## config.mk

```make
export PLATFORM = sky130hd
export DESIGN_NAME = ahb_apb_bridge_ctl
export DESIGN_NICKNAME = d
export VERILOG_FILES = /design/src/rtl/br_pkg.sv /design/src/rtl/br_capture.sv /design/src/rtl/br_seq.sv /design/src/rtl/br_result.sv /design/src/rtl/ahb_apb_bridge_ctl.sv
export SDC_FILE = /design/constraint.sdc
export NUM_CORES = 1
export LEC_CHECK = 0
export ABC_AREA = 1
export BUFFER_PORTS_ARGS = -buffer_cell sky130_fd_sc_hd__buf_2
export CAP_MARGIN = 20
export CORE_ASPECT_RATIO = 0.6
export CORE_MARGIN = 5
export CORE_UTILIZATION = 28
export CTS_CLUSTER_SIZE = 12
export DETAILED_ROUTE_END_ITERATION = 12
export PLACE_DENSITY_LB_ADDON = 0.3
export SYNTH_ARGS = -nofsm -noshare
export SYNTH_HDL_FRONTEND = slang
export SYNTH_SLANG_ARGS = --single-unit
```

## constraint.sdc

```tcl
create_clock -name clk -period 1.2 [get_ports clk]
set_input_delay 0.06 -clock clk [delete_from_list [all_inputs] [get_ports clk]]
set_output_delay 0.06 -clock clk [all_outputs]
set_load 0.03 [all_outputs]
```

## src/rtl/br_pkg.sv

```systemverilog
package br_pkg;

    typedef enum logic [1:0] {
        ST_IDLE   = 2'd0,
        ST_SETUP  = 2'd1,
        ST_ACCESS = 2'd2,
        ST_DONE   = 2'd3
    } br_state_e;

    localparam logic [1:0] TR_IDLE = 2'b00;
    localparam logic [1:0] TR_BUSY = 2'b01;
    localparam logic [1:0] TR_NSEQ = 2'b10;
    localparam logic [1:0] TR_SEQ  = 2'b11;

endpackage

```

## src/rtl/br_capture.sv

```systemverilog
module br_capture
    import br_pkg::*;
#(
    parameter int ADDR_W = 16,
    parameter int DATA_W = 32
) (
    input  logic              clk,
    input  logic              rst_n,
    input  logic              up_sel,
    input  logic [1:0]        up_trans,
    input  logic              up_ready_in,
    input  logic [ADDR_W-1:0] up_addr,
    input  logic              up_write,
    input  logic [DATA_W-1:0] up_wdata,
    input  br_state_e         state_q,
    output logic              is_real,
    output logic [ADDR_W-1:0] addr_q,
    output logic              write_q,
    output logic [DATA_W-1:0] wdata_q
);

    typedef struct packed {
        logic [ADDR_W-1:0] addr;
        logic              write;
        logic [DATA_W-1:0] wdata;
    } cap_t;

    cap_t cap_d, cap_q;

    // A transfer counts only when selected, the bus is ready and it is a
    // non-sequential or sequential type.
    always_comb begin
        is_real = up_sel && up_ready_in &&
                  ((up_trans == TR_NSEQ) || (up_trans == TR_SEQ));
    end

    always_comb begin
        cap_d = cap_q;
        if ((state_q == ST_IDLE) && is_real) begin
            cap_d.addr  = up_addr;
            cap_d.write = up_write;
        end
        // Data phase lines up with the setup cycle.
        if ((state_q == ST_SETUP) && cap_q.write) begin
            cap_d.wdata = up_wdata;
        end
    end

    always_ff @(posedge clk or negedge rst_n) begin
        if (!rst_n) begin
            cap_q <= '0;
        end else begin
            cap_q <= cap_d;
        end
    end

    assign addr_q  = cap_q.addr;
    assign write_q = cap_q.write;
    assign wdata_q = cap_q.wdata;

endmodule

```

## src/rtl/br_seq.sv

```systemverilog
module br_seq
    import br_pkg::*;
(
    input  logic      clk,
    input  logic      rst_n,
    input  logic      start,
    input  logic      dn_ready,
    input  logic      dn_err,
    output br_state_e state_q,
    output logic      err_first_q
);

    typedef struct packed {
        br_state_e state;
        logic      err_first;
    } seq_t;

    seq_t seq_d, seq_q;

    always_comb begin
        seq_d = seq_q;
        unique case (seq_q.state)
            ST_IDLE: begin
                if (start) begin
                    seq_d.state = ST_SETUP;
                end
            end
            ST_SETUP: begin
                seq_d.state = ST_ACCESS;
            end
            ST_ACCESS: begin
                if (dn_ready) begin
                    seq_d.state     = ST_DONE;
                    seq_d.err_first = dn_err;
                end
            end
            ST_DONE: begin
                if (seq_q.err_first) begin
                    // first half of the error response: stay one more cycle
                    seq_d.err_first = 1'b0;
                end else begin
                    seq_d.state = ST_IDLE;
                end
            end
            default: begin
                seq_d.state     = ST_IDLE;
                seq_d.err_first = 1'b0;
            end
        endcase
    end

    always_ff @(posedge clk or negedge rst_n) begin
        if (!rst_n) begin
            seq_q.state     <= ST_IDLE;
            seq_q.err_first <= 1'b0;
        end else begin
            seq_q <= seq_d;
        end
    end

    assign state_q     = seq_q.state;
    assign err_first_q = seq_q.err_first;

endmodule

```

## src/rtl/br_result.sv

```systemverilog
module br_result
    import br_pkg::*;
#(
    parameter int DATA_W = 32
) (
    input  logic              clk,
    input  logic              rst_n,
    input  br_state_e         state_q,
    input  logic              err_first_q,
    input  logic              write_q,
    input  logic              dn_ready,
    input  logic              dn_err,
    input  logic [DATA_W-1:0] dn_rdata,
    output logic [DATA_W-1:0] up_rdata,
    output logic              up_ready_out,
    output logic              up_resp
);

    typedef struct packed {
        logic [DATA_W-1:0] rdata;
        logic              err;
    } res_t;

    res_t res_d, res_q;

    always_comb begin
        res_d = res_q;
        if ((state_q == ST_ACCESS) && dn_ready) begin
            res_d.rdata = dn_rdata;
            res_d.err   = dn_err;
        end
    end

    always_ff @(posedge clk or negedge rst_n) begin
        if (!rst_n) begin
            res_q <= '0;
        end else begin
            res_q <= res_d;
        end
    end

    always_comb begin
        up_ready_out = (state_q == ST_IDLE) ||
                       ((state_q == ST_DONE) && !err_first_q);
        up_resp      = (state_q == ST_DONE) && res_q.err;
        up_rdata     = ((state_q == ST_DONE) && !write_q) ? res_q.rdata : '0;
    end

endmodule

```

## src/rtl/ahb_apb_bridge_ctl.sv

```systemverilog
module ahb_apb_bridge_ctl
    import br_pkg::*;
#(
    parameter int ADDR_W = 16,
    parameter int DATA_W = 32
) (
    input  logic              clk,
    input  logic              rst_n,
    input  logic              up_sel,
    input  logic [ADDR_W-1:0] up_addr,
    input  logic [1:0]        up_trans,
    input  logic              up_write,
    input  logic [DATA_W-1:0] up_wdata,
    input  logic              up_ready_in,
    output logic [DATA_W-1:0] up_rdata,
    output logic              up_ready_out,
    output logic              up_resp,
    output logic [ADDR_W-1:0] dn_addr,
    output logic              dn_write,
    output logic [DATA_W-1:0] dn_wdata,
    output logic              dn_sel,
    output logic              dn_enable,
    input  logic [DATA_W-1:0] dn_rdata,
    input  logic              dn_ready,
    input  logic              dn_err
);

    br_state_e         state_q;
    logic              err_first_q;
    logic              is_real;
    logic [ADDR_W-1:0] addr_q;
    logic              write_q;
    logic [DATA_W-1:0] wdata_q;

    br_capture #(.ADDR_W(ADDR_W), .DATA_W(DATA_W)) i_capture (
        .clk         (clk),
        .rst_n       (rst_n),
        .up_sel      (up_sel),
        .up_trans    (up_trans),
        .up_ready_in (up_ready_in),
        .up_addr     (up_addr),
        .up_write    (up_write),
        .up_wdata    (up_wdata),
        .state_q     (state_q),
        .is_real     (is_real),
        .addr_q      (addr_q),
        .write_q     (write_q),
        .wdata_q     (wdata_q)
    );

    br_seq i_seq (
        .clk         (clk),
        .rst_n       (rst_n),
        .start       (is_real),
        .dn_ready    (dn_ready),
        .dn_err      (dn_err),
        .state_q     (state_q),
        .err_first_q (err_first_q)
    );

    br_result #(.DATA_W(DATA_W)) i_result (
        .clk          (clk),
        .rst_n        (rst_n),
        .state_q      (state_q),
        .err_first_q  (err_first_q),
        .write_q      (write_q),
        .dn_ready     (dn_ready),
        .dn_err       (dn_err),
        .dn_rdata     (dn_rdata),
        .up_rdata     (up_rdata),
        .up_ready_out (up_ready_out),
        .up_resp      (up_resp)
    );

    always_comb begin
        dn_sel    = (state_q == ST_SETUP) || (state_q == ST_ACCESS);
        dn_enable = (state_q == ST_ACCESS);
        dn_addr   = addr_q;
        dn_write  = write_q;
        // setup cycle forwards the data phase directly; later cycles hold it
        dn_wdata  = (state_q == ST_SETUP) ? up_wdata : wdata_q;
    end

endmodule

```

==> impl_summary.txt <==
----------------------------------------------------
[Status]
  Status ... complete, but fails checks
  Violated checks ... negative setup slack

[Clocking]
  Cts bufs inserted ... 9
  Clock tree from TritonCTS ... yes
  CTS clock-pin slew for the worst setup and hold paths ... 70 ps
  CTS H-Tree Depth ... 3
  Maximum buffer depth of the clock tree ... 2
  Clock root buffer ... sky130_fd_sc_hd__clkbuf_16
  Number of sinks handled by clock tree synthesis ... 85
  Clock network latency to the later pin of the worst-skew pair ... 340 ps

[Layout]
  Final-stage net count ... 867
  Count of antenna diodes in the layout ... 0
  Share of post-route cells with drive strength above 1 ... 58.8%
  Most frequent cells in the layout ... sky130_fd_sc_hd__buf_2 (103), sky130_fd_sc_hd__buf_6 (85), sky130_fd_sc_hd__dfrtp_1 (84)
  Commonest non-fill, non-tap cell in the layout ... sky130_fd_sc_hd__buf_2
  Non-filler instance count after layout ... 971
  Layout area overhead ... 119%

[Setup path]
  Critical Path Start Type ... flop
  Cell chain of the critical path ... inv_2 > ha_4 > buf_6 > buf_12 > buf_16 > nor2_4 > a21oi_4 > buf_6
  CP startpoint ... i_seq.state_q[1]
  Buffers & Inverters on Critical Path ... 5
  WP data arrival ... 1720 ps
  Critical Path Most Common Cell ... sky130_fd_sc_hd__buf_6
  Cell class contributing the biggest share of worst-path delay ... buffers and inverters
  Highest-delay cell along the critical path ... sky130_fd_sc_hd__dfrtp_1
  Classification of the worst setup path ... flop to primary output
  Highest fanout seen on the critical path ... 6
  CP required ... 1140 ps
  Reg-to-reg critical path startpoint ... i_seq.state_q[0]
  Crit path capture type ... primary output
  Largest stage delay on the critical path ... 420 ps

[Synthesis]
  Flip-flop and latch count after synthesis ... 85
  Count of yosys warnings during synthesis ... 0
  Avg Inst Size Synth ... 8.02 µm²
  Post-synth design cell area ... 0.00392 mm²
  Net Count, Synth ... 581
  Distinct cell type count of the synthesized netlist ... 18
  Synthesized netlist cell count ... 488
  Share of synthesized area occupied by flip-flops and latches ... 54.3%

[Floorplanning]
  Die boundary height ... 102 µm
  Width of the die ... 163 µm
  Die Outline Area ... 0.0165 mm²
  Starting density of the core ... 28.6%
  Row cnt ... 33
  Top-level port count ... 174
  Core box area ... 0.0137 mm²

[Drt]
  Via Count ... 4318
  Drt initial violations ... 155
  Count of TritonRoute iterations in the first routing pass ... 5
  Vias/cell ... 4.45
  DRT antenna net count ... 0
  Post-Route WL ... 15300 µm
  Remaining routing DRC violations ... 0
  Wire length per cell ... 15.8 µm

[Global route]
  Wire length of the first global-routing pass ... 23000 µm
  GR Util All Layers ... 17.5%
  Pin count of the biggest net entering global routing ... 86
  Number of antenna violations at the first check in global routing ... 0
  Vias in the first global route ... 4586
  Overflow left after global routing ... 0

[Power and ir drop]
  Maximum ir drop on the vdd rail ... 1560 µV
  P per Cell Area ... 2980 mW/mm²
  Static leakage ... 4.04 nW

[Timing]
  Unrepaired setup endpoints after global routing ... yes
  Final Hold Fails ... 0
  Final Skew ... 11.2 ps
  Slew Limit Headroom ... 68.4%
  Least-Margin Pin Slew ... 474 ps
  Max-slew violation count ... 0
  Final-report setup violation count ... 153
  Post-layout worst setup margin ... -585 ps
  Tcrit/Tclk final ... 149%
  Time the final worst path needs with I/O delays and setup ... 1780 ps
  Top achievable clock speed ... 560 MHz

[Placed design]
  I/O Buffers ... 172
  Worst slack, placed ... -287 ps
  DP Wirelength ... 8270 µm
  Routability-driven placement congestion ratio ... 0.781
  Total placed cells including tap cells ... 862

[Flow run]
  Number of maximum-capacitance constraint violations ... 0

[Hold path]
  Hold path startpoint ... up_wdata[6]
  Path category of the worst min-delay check ... primary input to flop

----------------------------------------------------
## stage by stage
stage / instance area [µm²] / setup TNS [ps] / hold slack [ps] / power, mW / utilization (%)
final: 8590 / -70670 / 30.8 / 25.6 / 62.9
after global routing: 8590 / -79670 / 30.2 / 27.0 / 62.9
after CTS: 7920 / -62060 / 25.8 / 23.8 / 58.0
after detailed placement: 6020 / -31000 / 134 / 17.0 / 44.0
after global placement: 6020 / -25140 / 128 / 16.6 / 44.0
after floorplan: 4820 / -18190 / -236 / 14.0 / -
## layer usage
metal | vias up | global-route usage [%] | part of all wire (%)
li1 | 2082 | - | -
met1 | 2087 | 21.5 | 43
met2 | 131 | 30.1 | 50
met3 | 18 | 6.02 | 6.1
met4 | 0 | 4.19 | 1.1
met5 | - | 0 | 0
## state kept, by name (all words and copies together), names as in the netlist
| register | flops |
|---|---|
| i_capture.addr_q | 16 |
| i_capture.wdata_q | 32 |
| i_capture.write_q | 1 |
| i_result.res_q | 33 |
| i_seq.err_first_q | 1 |
| i_seq.state_q | 2 |
## worst paths after layout
| kind | to | slack [ps] | depth (start not counted) |
|---|---|---|---|
| max in group asynchronous | i_capture.wdata_q[4] | 490 | 3 |
| min in group asynchronous | i_capture.addr_q[7] | 310 | 3 |
| max | dn_wdata[24] | -580 | 8 |
| max reg2reg | i_capture.addr_q[0] | -510 | 10 |
| min reg2reg | i_result.res_q[0] | 490 | 2 |
| min | i_capture.wdata_q[6] | 30 | 3 |
## report_power, final
part           internal, mW  total, mW  leakage, nW  switching (mW)
combinational          8.21       17.6         2.87            9.34
clock                  1.41       2.59        0.126            1.18
sequential             4.29       5.45         1.05            1.15
## synthesized netlist by cell type
master | instances | area (µm²)
sky130_fd_sc_hd__nand2_1 | 96 | 360
sky130_fd_sc_hd__inv_1 | 88 | 330
sky130_fd_sc_hd__dfrtp_1 | 85 | 2130
sky130_fd_sc_hd__o21ai_0 | 79 | 395
sky130_fd_sc_hd__nor2_1 | 56 | 210
sky130_fd_sc_hd__a21oi_1 | 32 | 160
sky130_fd_sc_hd__buf_2 | 15 | 75.1
sky130_fd_sc_hd__nor2_2 | 11 | 68.8
sky130_fd_sc_hd__clkbuf_1 | 7 | 26.3
sky130_fd_sc_hd__buf_6 | 4 | 45.0
sky130_fd_sc_hd__ha_1 | 4 | 50.1
sky130_fd_sc_hd__nand3_1 | 3 | 15.0
sky130_fd_sc_hd__o21ai_1 | 3 | 15.0
sky130_fd_sc_hd__buf_4 | 1 | 7.51
sky130_fd_sc_hd__inv_2 | 1 | 3.75
sky130_fd_sc_hd__nand4_2 | 1 | 12.5
sky130_fd_sc_hd__o22ai_1 | 1 | 6.26
sky130_fd_sc_hd__or2_1 | 1 | 6.26
## cell families (layout without fill, tap and decap cells)
kind of cell	Yosys count	after routing	share of synthesized area (%)
simple gates	168	168	17.2
flops	85	85	54.3
compound gates	115	115	14.7
buf+inv	116	407	12.5
fa+ha+maj	4	4	1.28
## what timing repair did
item,CTS,global route
endpoints found under the hold margin,136,0
setup endpoints to repair,153,153
gates cloned,15,9
pin swaps,9,15
hold buffers,51,0
setup buffers,15,9
gates resized for setup,206,171
## worst reg2reg max path, stage by stage, from the launching register on
cell and delay, ps:
sky130_fd_sc_hd__dfrtp_2 440, sky130_fd_sc_hd__buf_4 140, sky130_fd_sc_hd__buf_6 100, sky130_fd_sc_hd__buf_6 120, sky130_fd_sc_hd__inv_6 60, sky130_fd_sc_hd__ha_4 130
sky130_fd_sc_hd__buf_6 100, sky130_fd_sc_hd__nand4_4 150, sky130_fd_sc_hd__clkbuf_16 220, sky130_fd_sc_hd__nand2_1 60, sky130_fd_sc_hd__o21ai_0 70
## cell type report
type	count	area, µm²
multi-input combinational	287	2550
clock buffer	10	229
fill	1043	5070
sequential	85	2130
inverter	89	352
tap	192	240
clock inverter	6	45.0
timing repair buffer	301	3040
timing repair inverter	1	16.3
Power figures use the tool's default switching activity.
